`config.mk`:
```
export PLATFORM = sky130hd
export DESIGN_NAME = qdac_chain_ctrl
export DESIGN_NICKNAME = d
export VERILOG_FILES = /design/src/rtl/qdac_pkg.sv /design/src/rtl/qdac_timer.sv /design/src/rtl/qdac_shiftout.sv /design/src/rtl/qdac_chain_ctrl.sv
export SDC_FILE = /design/constraint.sdc
export NUM_CORES = 1
export LEC_CHECK = 0
export BUFFER_PORTS_ARGS = -buffer_cell sky130_fd_sc_hd__buf_2
export CORE_MARGIN = 2
export CORE_UTILIZATION = 29
export DETAILED_ROUTE_END_ITERATION = 7
export GPL_TIMING_DRIVEN = 0
export PLACE_DENSITY = 0.48
export SYNTH_ARGS = -nofsm -noshare
export SYNTH_HDL_FRONTEND = slang
export SYNTH_SLANG_ARGS = --single-unit
```
`constraint.sdc`:
```
create_clock -name clk -period 3.3 [get_ports clk]
set_input_delay 0.165 -clock clk [delete_from_list [all_inputs] [get_ports clk]]
set_output_delay 0.165 -clock clk [all_outputs]
set_load 0.01 [all_outputs]
```
`src/rtl/qdac_pkg.sv`:
```
// Shared types for the cascaded quad-DAC update sequencer.
package qdac_pkg;
    localparam int CH_PER_DEV = 4;

    typedef enum logic [2:0] {
        ST_IDLE,
        ST_SETUP,
        ST_LOW,
        ST_HIGH,
        ST_GAP,
        ST_STROBE,
        ST_HOLD,
        ST_CLEAR
    } seq_state_t;
endpackage

```
`src/rtl/qdac_timer.sv`:
```
// Phase timer: loads a duration minus one and counts down to zero.
// Assumes the caller reloads it on every state entry; expired marks the last cycle of a phase.
module qdac_timer #(
    parameter int W = 4
) (
    input  logic         clk,
    input  logic         rst_n,
    input  logic         load,
    input  logic [W-1:0] load_val,
    output logic         expired
);
    logic [W-1:0] cnt;

    // Count down from the loaded value and hold at zero.
    always_ff @(posedge clk) begin
        if (!rst_n)           cnt <= '0;
        else if (load)        cnt <= load_val;
        else if (cnt != '0)   cnt <= cnt - 1'b1;
    end

    assign expired = (cnt == '0);
endmodule

```
`src/rtl/qdac_shiftout.sv`:
```
// MSB-first parallel-load shift register that feeds the serial data pin.
// Assumes load and shift are never requested in the same cycle.
module qdac_shiftout #(
    parameter int WIDTH = 96
) (
    input  logic             clk,
    input  logic             rst_n,
    input  logic             load,
    input  logic [WIDTH-1:0] load_data,
    input  logic             shift,
    output logic             msb
);
    logic [WIDTH-1:0] sreg;

    // Capture the frame on load and move it one place toward the MSB on shift.
    always_ff @(posedge clk) begin
        if (!rst_n)     sreg <= '0;
        else if (load)  sreg <= load_data;
        else if (shift) sreg <= {sreg[WIDTH-2:0], 1'b0};
    end

    assign msb = sreg[WIDTH-1];
endmodule

```
`src/rtl/qdac_chain_ctrl.sv`:
```
// Sequencer for a chain of NUM_DEV cascaded quad serial DACs.
// Shifts one 48*NUM_DEV-bit frame MSB first on a divided clock that idles high.
// Data changes on rising sclk edges. After a gap it strobes the masked channels, then releases chip select.
// Also produces an active-low clear pulse. Assumes all tick parameters are at least 1.
module qdac_chain_ctrl
    import qdac_pkg::*;
#(
    parameter int NUM_DEV      = 2,
    parameter int CODE_W       = 12,
    parameter int HALF_DIV     = 3,
    parameter int GAP_TICKS    = 4,
    parameter int STROBE_TICKS = 4,
    parameter int CLR_TICKS    = 6
) (
    input  logic                                 clk,
    input  logic                                 rst_n,
    input  logic                                 req,
    input  logic [CH_PER_DEV-1:0]                ch_mask,
    input  logic [NUM_DEV*CH_PER_DEV*CODE_W-1:0] codes,
    input  logic                                 clr_req,
    output logic                                 busy,
    output logic                                 done,
    output logic                                 sclk,
    output logic                                 sdata,
    output logic                                 cs_n,
    output logic [CH_PER_DEV-1:0]                upd_n,
    output logic                                 clr_n
);
    localparam int FRAME_W = NUM_DEV * CH_PER_DEV * CODE_W;
    localparam int BIT_W   = $clog2(FRAME_W + 1);
    localparam int MAX_A   = (HALF_DIV > GAP_TICKS) ? HALF_DIV : GAP_TICKS;
    localparam int MAX_B   = (STROBE_TICKS > CLR_TICKS) ? STROBE_TICKS : CLR_TICKS;
    localparam int MAX_T   = (MAX_A > MAX_B) ? MAX_A : MAX_B;
    localparam int TMR_W   = $clog2(MAX_T + 1);

    seq_state_t            state, state_n;
    logic                  tmr_load, tmr_exp, accept, do_shift;
    logic [TMR_W-1:0]      tmr_val;
    logic [BIT_W-1:0]      bitcnt;
    logic [CH_PER_DEV-1:0] mask_q;
    logic                  sclk_q, cs_n_q, clr_n_q, busy_q, done_q;
    logic [CH_PER_DEV-1:0] upd_n_q;

    qdac_timer #(.W(TMR_W)) u_timer (
        .clk(clk), .rst_n(rst_n), .load(tmr_load), .load_val(tmr_val), .expired(tmr_exp)
    );

    qdac_shiftout #(.WIDTH(FRAME_W)) u_shift (
        .clk(clk), .rst_n(rst_n), .load(accept), .load_data(codes),
        .shift(do_shift), .msb(sdata)
    );

    // Next-state and phase timer reload decisions.
    always_comb begin
        state_n  = state;
        tmr_load = 1'b0;
        tmr_val  = '0;
        accept   = 1'b0;
        do_shift = 1'b0;
        unique case (state)
            ST_IDLE: begin
                if (clr_req) begin
                    state_n = ST_CLEAR; tmr_load = 1'b1; tmr_val = TMR_W'(CLR_TICKS - 1);
                end else if (req) begin
                    state_n = ST_SETUP; tmr_load = 1'b1; tmr_val = TMR_W'(HALF_DIV - 1);
                    accept  = 1'b1;
                end
            end
            ST_SETUP: if (tmr_exp) begin
                state_n = ST_LOW; tmr_load = 1'b1; tmr_val = TMR_W'(HALF_DIV - 1);
            end
            ST_LOW: if (tmr_exp) begin
                state_n = ST_HIGH; tmr_load = 1'b1; tmr_val = TMR_W'(HALF_DIV - 1);
                do_shift = 1'b1;
            end
            ST_HIGH: if (tmr_exp) begin
                tmr_load = 1'b1;
                if (bitcnt == BIT_W'(FRAME_W)) begin
                    state_n = ST_GAP; tmr_val = TMR_W'(GAP_TICKS - 1);
                end else begin
                    state_n = ST_LOW; tmr_val = TMR_W'(HALF_DIV - 1);
                end
            end
            ST_GAP: if (tmr_exp) begin
                state_n = ST_STROBE; tmr_load = 1'b1; tmr_val = TMR_W'(STROBE_TICKS - 1);
            end
            ST_STROBE: if (tmr_exp) begin
                state_n = ST_HOLD; tmr_load = 1'b1; tmr_val = TMR_W'(HALF_DIV - 1);
            end
            ST_HOLD:  if (tmr_exp) state_n = ST_IDLE;
            ST_CLEAR: if (tmr_exp) state_n = ST_IDLE;
            default:  state_n = ST_IDLE;
        endcase
    end

    // State, bit counter, captured mask and registered pin values.
    always_ff @(posedge clk) begin
        if (!rst_n) begin
            state   <= ST_IDLE;
            bitcnt  <= '0;
            mask_q  <= '0;
            sclk_q  <= 1'b1;
            cs_n_q  <= 1'b1;
            upd_n_q <= '1;
            clr_n_q <= 1'b1;
            busy_q  <= 1'b0;
            done_q  <= 1'b0;
        end else begin
            state <= state_n;
            if (accept) begin
                bitcnt <= '0;
                mask_q <= ch_mask;
            end else if (state == ST_LOW && tmr_exp) begin
                bitcnt <= bitcnt + 1'b1;
            end
            sclk_q  <= (state_n != ST_LOW);
            cs_n_q  <= (state_n == ST_IDLE) || (state_n == ST_CLEAR);
            upd_n_q <= (state_n == ST_STROBE) ? ~mask_q : '1;
            clr_n_q <= (state_n != ST_CLEAR);
            busy_q  <= (state_n != ST_IDLE);
            done_q  <= (state == ST_HOLD) && tmr_exp;
        end
    end

    assign sclk  = sclk_q;
    assign cs_n  = cs_n_q;
    assign upd_n = upd_n_q;
    assign clr_n = clr_n_q;
    assign busy  = busy_q;
    assign done  = done_q;

    // the serial clock only runs under chip select.
    p_clk_under_cs_r4: assert property (@(posedge clk) disable iff (!rst_n)
        !sclk_q |-> !cs_n_q);
    // data held for the whole low phase.
    p_data_stable_low_r3: assert property (@(posedge clk) disable iff (!rst_n)
        (!sclk_q && $past(!sclk_q)) |-> $stable(sdata));
    // strobe only inside chip select with the clock parked high.
    p_strobe_framed_r5: assert property (@(posedge clk) disable iff (!rst_n)
        (upd_n_q != '1) |-> (!cs_n_q && sclk_q));
    // only masked channels strobe.
    p_strobe_in_mask_r6: assert property (@(posedge clk) disable iff (!rst_n)
        (upd_n_q != '1) |-> ((~upd_n_q & ~mask_q) == '0));
    // done is a single cycle and lands in idle.
    p_done_single_r7: assert property (@(posedge clk) disable iff (!rst_n)
        done_q |=> !done_q);
    p_done_at_release_r7: assert property (@(posedge clk) disable iff (!rst_n)
        done_q |-> (!busy_q && cs_n_q));
    // no transfer overlaps the clear pulse.
    p_clear_isolated_r9: assert property (@(posedge clk) disable iff (!rst_n)
        !clr_n_q |-> (cs_n_q && busy_q));
    // the bit counter never runs past the frame.
    p_bit_bound_r2: assert property (@(posedge clk) disable iff (!rst_n)
        bitcnt <= BIT_W'(FRAME_W));
endmodule

```
After elaboration in Yosys (flattened, before gate mapping)
Index checks and enable logic that the tools add are counted.
W data, S select, Z words.

storage, ports and cells
  register bits = 122
  bits of input ports = 104
  output and inout bits = 10

operators by class
  $add $sub $neg = 2
  eq/ne operators = 12
  mux-type cells = 28
  bitwise operators = 2
  reductions and logical operators = 15

operators with widths
  operator               number
  $mux W96               2
  $mux W3                12
  $pmux W3 S7            1
  $eq A3 B3 Y1 const B   6
  $pmux W3 S4            1
  $logic_not A3 Y1       3
  $mux W2                4
  $add A7 B1 Y7 const B  1
  $eq A7 B7 Y1 const B   1
  $mux W1                7
  $eq A3 B2 Y1 const B   2
  $reduce_bool A3 Y1     2
  $reduce_or A5 Y1       1
  $not A4 Y4             1
  $reduce_bool A2 Y1     2
  $reduce_or A2 Y1       2
  $eq A3 B1 Y1 const B   1
  $ne A3 B2 Y1 const B   1
  $ne A3 B3 Y1 const B   1
  $reduce_or A3 Y1       1
  $sub A3 B1 Y3 const B  1
  $logic_and A1 B1 Y1    2
  $pmux W1 S2            1
  $reduce_and A2 Y1      1
  2 further kinds        2

Longest topological paths before layout
  depth after elaboration = 6
  mapped depth = 9
  mapped depth without buffers = 7

Cells and area by module
Synthesis repeated with hierarchy kept, for this count alone.

unflattened totals
  cells, all modules = 567
  area total of the unflattened synthesis = 6187.2 µm²

by module, submodules not included
  module           times used  cells an instance  area each (µm²)
  qdac_shiftout    1           427                4924.7
  qdac_chain_ctrl  1           118                1057.3
  qdac_timer       1           22                 205.2

Worst setup path after synthesis
Ideal clock, no wire load.

  path kind = reg-to-reg
  from = reg u_timer.cnt[0]
  to = reg busy_q (netlist: busy)
  setup time = 115 ps
  arrival time = 1642 ps
  required time = 3185 ps
  slack = 1543 ps
  cell stages (with the launch flop) = 8
  buffers on the path = 0
  clock period less this slack = 1757 ps
  cell sequence = dfxtp_1 > inv_1 > ha_1 > nand2b_1 > nor3b_1 > o31a_1 > or3_1 > and2_1

on the way
  word-level cells in the longest chain between the ends = 4
  elaborated cells between the ends (all ways) = 9
  those cells by class = mux: 7; reduce/logical: 2

ends and longest elaborated chain
  item                                   RTL line                                      text
  start: declaration                     qdac_timer.sv:12                              logic [W-1:0] cnt;
  start signal: assignment               qdac_timer.sv:17                              else if (load) cnt <= load_val;
  start signal: assignment               qdac_timer.sv:18                              else if (cnt != '0) cnt <= cnt - 1'b1;
  $logic_not A3 Y1 *                     qdac_timer.sv:21                              assign expired = (cnt == '0);
  $mux W3, or another cell as far along  qdac_chain_ctrl.sv:90, qdac_chain_ctrl.sv:91
  $pmux W3 S7 *                          qdac_chain_ctrl.sv:60                         unique case (state)
  $reduce_bool A3 Y1 *                   qdac_chain_ctrl.sv:120                        busy_q <= (state_n != ST_IDLE);
  end signal: assignment                 qdac_chain_ctrl.sv:120
  end: declaration                       qdac_chain_ctrl.sv:41                         logic sclk_q, cs_n_q, clr_n_q, busy_q, done_q;

Mark *: on every way between the ends. The rest lies on a longest branch, timed or not.
A chain may end at the register's enable or synchronous reset.

Worst setup path in the final report
  from = reg state[1]
  to = reg u_shift.sreg[14]

on the way
  word-level cells in the longest chain between the ends = 3
  elaborated cells between the ends (all ways) = 6
  those cells by class = eq/ne: 1; mux: 3; reduce/logical: 2

ends and longest elaborated chain
  item                                                             RTL line                text
  start: declaration                                               qdac_chain_ctrl.sv:36   seq_state_t state, state_n;
  start signal: assignment                                         qdac_chain_ctrl.sv:109  state <= state_n;
  $eq A3 B2 Y1 or $logic_not A3 Y1 (tied branches)                 qdac_chain_ctrl.sv:60
  $mux W1                                                          qdac_chain_ctrl.sv:60
  $reduce_bool A2 Y1 (no source line) or $mux W96 (tied branches)  -
  end signal: assignment                                           qdac_shiftout.sv:18     else if (load) sreg <= load_data;
  end signal: assignment                                           qdac_shiftout.sv:19     else if (shift) sreg <= {sreg[WIDTH-2:0], 1'b0};
  end: declaration                                                 qdac_shiftout.sv:13     logic [WIDTH-1:0] sreg;

Parallel ways exist; a longest one is shown, timed or not.

==> summary.txt <==
Layout
  • Syn-to-layout area delta: 44.1%
  • # diodes: 0
  • Core occupancy in the finished layout: 42.4%
  • Final Net Count: 995
  • Fill cells: 1939
  • Layout cells sized above 1: 18.3%

Detailed routing
  • Initial drt markers: 289
  • Via density: 4.77
  • WL/cell: 14.1 um
  • DR vias: 5409
  • First-pass detailed-route iteration total: 7
  • Final ANT Viol Nets: 0
  • # DRC: 0
  • WL final: 16000 um

Global route
  • Initial antenna violation count: 0
  • Number of global-route vias before repair: 5045
  • All-Layer GR Usage: 15.9%
  • Pin count of the biggest net entering global routing: 17
  • Met2 usage in global routing: 25.8%
  • GR Layer Usage met3: 3.75%
  • First-pass GRT wire length: 25300 um
  • Layer with the highest usage: met2
  • Met1 usage in global routing: 21.3%
  • Total gr overflow: 0

Synthesis
  • Post-Synth Simple-Gate Area: 28.1%
  • Top-count cell post-synth: nand2_1
  • XOR/XNOR share of the synthesized area: 0.957%
  • Largest family of logic cells by synthesized area: simple AND/OR/NAND/NOR gates
  • Fraction of registers with async set/reset: 0%
  • Leading register cell type out of synthesis: dfxtp_1
  • Dominant cells by area after synthesis: dfxtp_1 (44%), o211a_1 (17%), nand2_1 (14%), nand3_1 (9.1%), clkbuf_1 (2.8%)
  • Yosys Warn Count: 0
  • Share of the synthesized area in the top cell type: 44.5%
  • Commonest cells post-synth: nand2_1 (211), dfxtp_1 (122), nand3_1 (100), o211a_1 (94), clkbuf_1 (41)
  • Syn nets: 771
  • Cell count after synthesis: 663
  • Complex-gate fraction of the synthesized area: 20.5%
  • Synthesized-area fraction occupied by adder cells: 0.911%
  • Flop and latch count out of synthesis: 122
  • Distinct cells, synth: 42
  • Seq/Total Area, Yosys: 44.5%
  • Number of synthesized flops with an enable pin: 0
  • Avg Cell Area, Syn: 8.28 um2
  • Post-synthesis mux area share: 0.387%
  • Mapped Area: 5490 um2
  • Largest area contributor in the netlist: dfxtp_1

Placed design
  • Dpl hpwl: 10500 um
  • Port Buffer Count: 112
  • GPL Wtd Cong: 0.765

Setup path
  • Critical path buffers and inverters: 3
  • Worst setup SP type: flop
  • Worst stage delay on the critical path: 0.49 ns
  • Worst-path fanout max: 10
  • Cell chain of the critical path: buf_4 > nor3_2 > nand3b_1 > clkbuf_1 > clkbuf_1 > nand3_1 > o211a_1
  • CP top delay family: buffers and inverters
  • Most used cell, CP: clkbuf_1
  • Worst Path Arrival: 2.56 ns
  • Worst setup EP type: flop
  • CP max-delay cell: clkbuf_1
  • Crit path kind: flop to flop
  • Data required, critical path: 3.61 ns

Power and ir drop
  • Internal: 3.92 mW
  • Seq pwr share: 34.0%
  • Clock Power Share: 34.5%
  • LEAKAGE: 4.08 nW
  • Net Sw Power: 1.92 mW
  • Pwr/cell area: 738 nW/um2
  • VDD IR max: 0.000392 V
  • Switching Fraction: 32.8%
  • Combinational share of power: 31.6%

Die
  • Die area: 20100 um2
  • Height of the die: 142 um
  • Die Span X: 142 um
  • Core area: 18600 um2
  • Starting density of the core: 29.5%
  • # rows: 50
  • Io pins: 114

CTS
  • H-tree lvl count: 4
  • CTS resizes: 0
  • TritonCTS clock tree: built
  • Root Driver: clkbuf_16
  • Worst-path clk slew: 0.06 ns
  • Clk_lat worst skew: 0.42 ns
  • Sinks on the clock net: 122
  • TritonCTS buffer count: 17
  • Max clock buf depth: 2

STA
  • Max-slew violation count: 0
  • Transition time of the tightest slew-check pin: 0.679 ns
  • Minimum clock period: 2.26 ns
  • Final setup fails: 0
  • Slew HR: 54.8%
  • RSZ-0062 raised after global routing: no
  • Max Clock Freq: 443 MHz
  • Setup TNS: 0 ns
  • Final Cycle Share: 68.3%
  • Skew final: 0.0105 ns
  • Final Hold Fails: 0

Job
  • Max-Cap Viols: 0

Worst hold path
  • Hold WC Path Type: primary input to flop

Outcome
  • Outcome: complete, no violations
layout by cell type (no fill, tap or decap), types with 4 or more instances in the layout:
master,netlist,layout
a21boi_0,7,7
a21oi_1,7,7
and2_1,4,4
buf_2,14,126
bufinv_16,0,4
clkbuf_1,41,42
clkbuf_16,0,17
dfxtp_1,122,122
dlygate4sd3_1,0,93
ha_1,4,4
inv_1,5,5
nand2_1,211,211
nand3_1,100,100
nor2_1,7,7
o211a_1,94,94
xnor2_1,4,4
what timing repair did:
item,CTS,global route
buffers inserted,0,0
setup endpoints to repair,0,0
hold endpoints to repair,93,0
hold buffers,93,0
cell type report:
type | instances | area, um2 | area share [%]
multi-input combinational | 479 | 2790 | 35.3
sequential | 122 | 2440 | 30.9
timing repair buffer | 205 | 1490 | 18.8
clock buffer | 21 | 470 | 5.95
tap | 234 | 293 | 3.70
buffer | 57 | 239 | 3.02
clock inverter | 11 | 166 | 2.10
inverter | 5 | 18.8 | 0.237
metal layers:
metal  part of all wire, %  vias up
li1                      -     2753
met1                    49     2536
met2                    47      106
met3                   3.2       14
met4                   1.1        0
met5                     0        -
final timing paths:
kind,start,endpoint,slack [ns],cells past startpoint
setup reg to reg,state[1]$_SDFF_PN0_,u_shift.sreg[14]$_SDFFE_PN0P_,1.04,7
hold / removal,codes[73],u_shift.sreg[73]$_SDFFE_PN0P_,0.02,2
hold reg to reg,mask_q[3]$_SDFFE_PN0P_,upd_n[3]$_SDFF_PN1_,0.38,1
setup / recovery,state[1]$_SDFF_PN0_,u_shift.sreg[14]$_SDFFE_PN0P_,1.04,7
kinds of logic after synthesis:
family,count (synthesis)
buf+inv,62
mux,2
compound gates,121
simple gates,346
fa+ha+maj,4
flops,122
xor+xnor,6
metrics by stage:
stage | setup WS, ns | instance area [um2] | hold slack, ns | total power, mW | instances
2_1_floorplan | 1.54 | 5490 | 0.310 | 3.29 | 663
3_3_place_gp | 1.03 | 6340 | 0.365 | 3.78 | 1009
3_5_place_dp | 1.00 | 6340 | 0.367 | 3.78 | 1009
4_1_cts | 1.00 | 7910 | 0.000583 | 5.91 | 1134
5_1_grt | 0.829 | 7910 | 0.00986 | 6.23 | 1134
6_report | 1.04 | 7910 | 0.0172 | 5.84 | 1134
state kept, by name, summed over array words and instances (netlist names):
| name | count |
|---|---|
| u_shift.sreg | 96 |
| busy | 1 |
| done | 1 |
| state | 3 |
| u_timer.cnt | 3 |
| bitcnt | 7 |
| cs_n | 1 |
| mask_q | 4 |
| upd_n | 4 |
| clr_n | 1 |
| sclk | 1 |
power groups by stage:
stage          clock network, mW  registers [mW]  logic (mW)
6_report                    2.01            1.98        1.84
5_1_grt                     2.13            2.02        2.07
4_1_cts                     2.06            1.98        1.86
3_5_place_dp                   0            2.01        1.77
3_3_place_gp                   0            2.01        1.77
2_1_floorplan                  0            1.99        1.30
(Power assumes the default switching activity.)
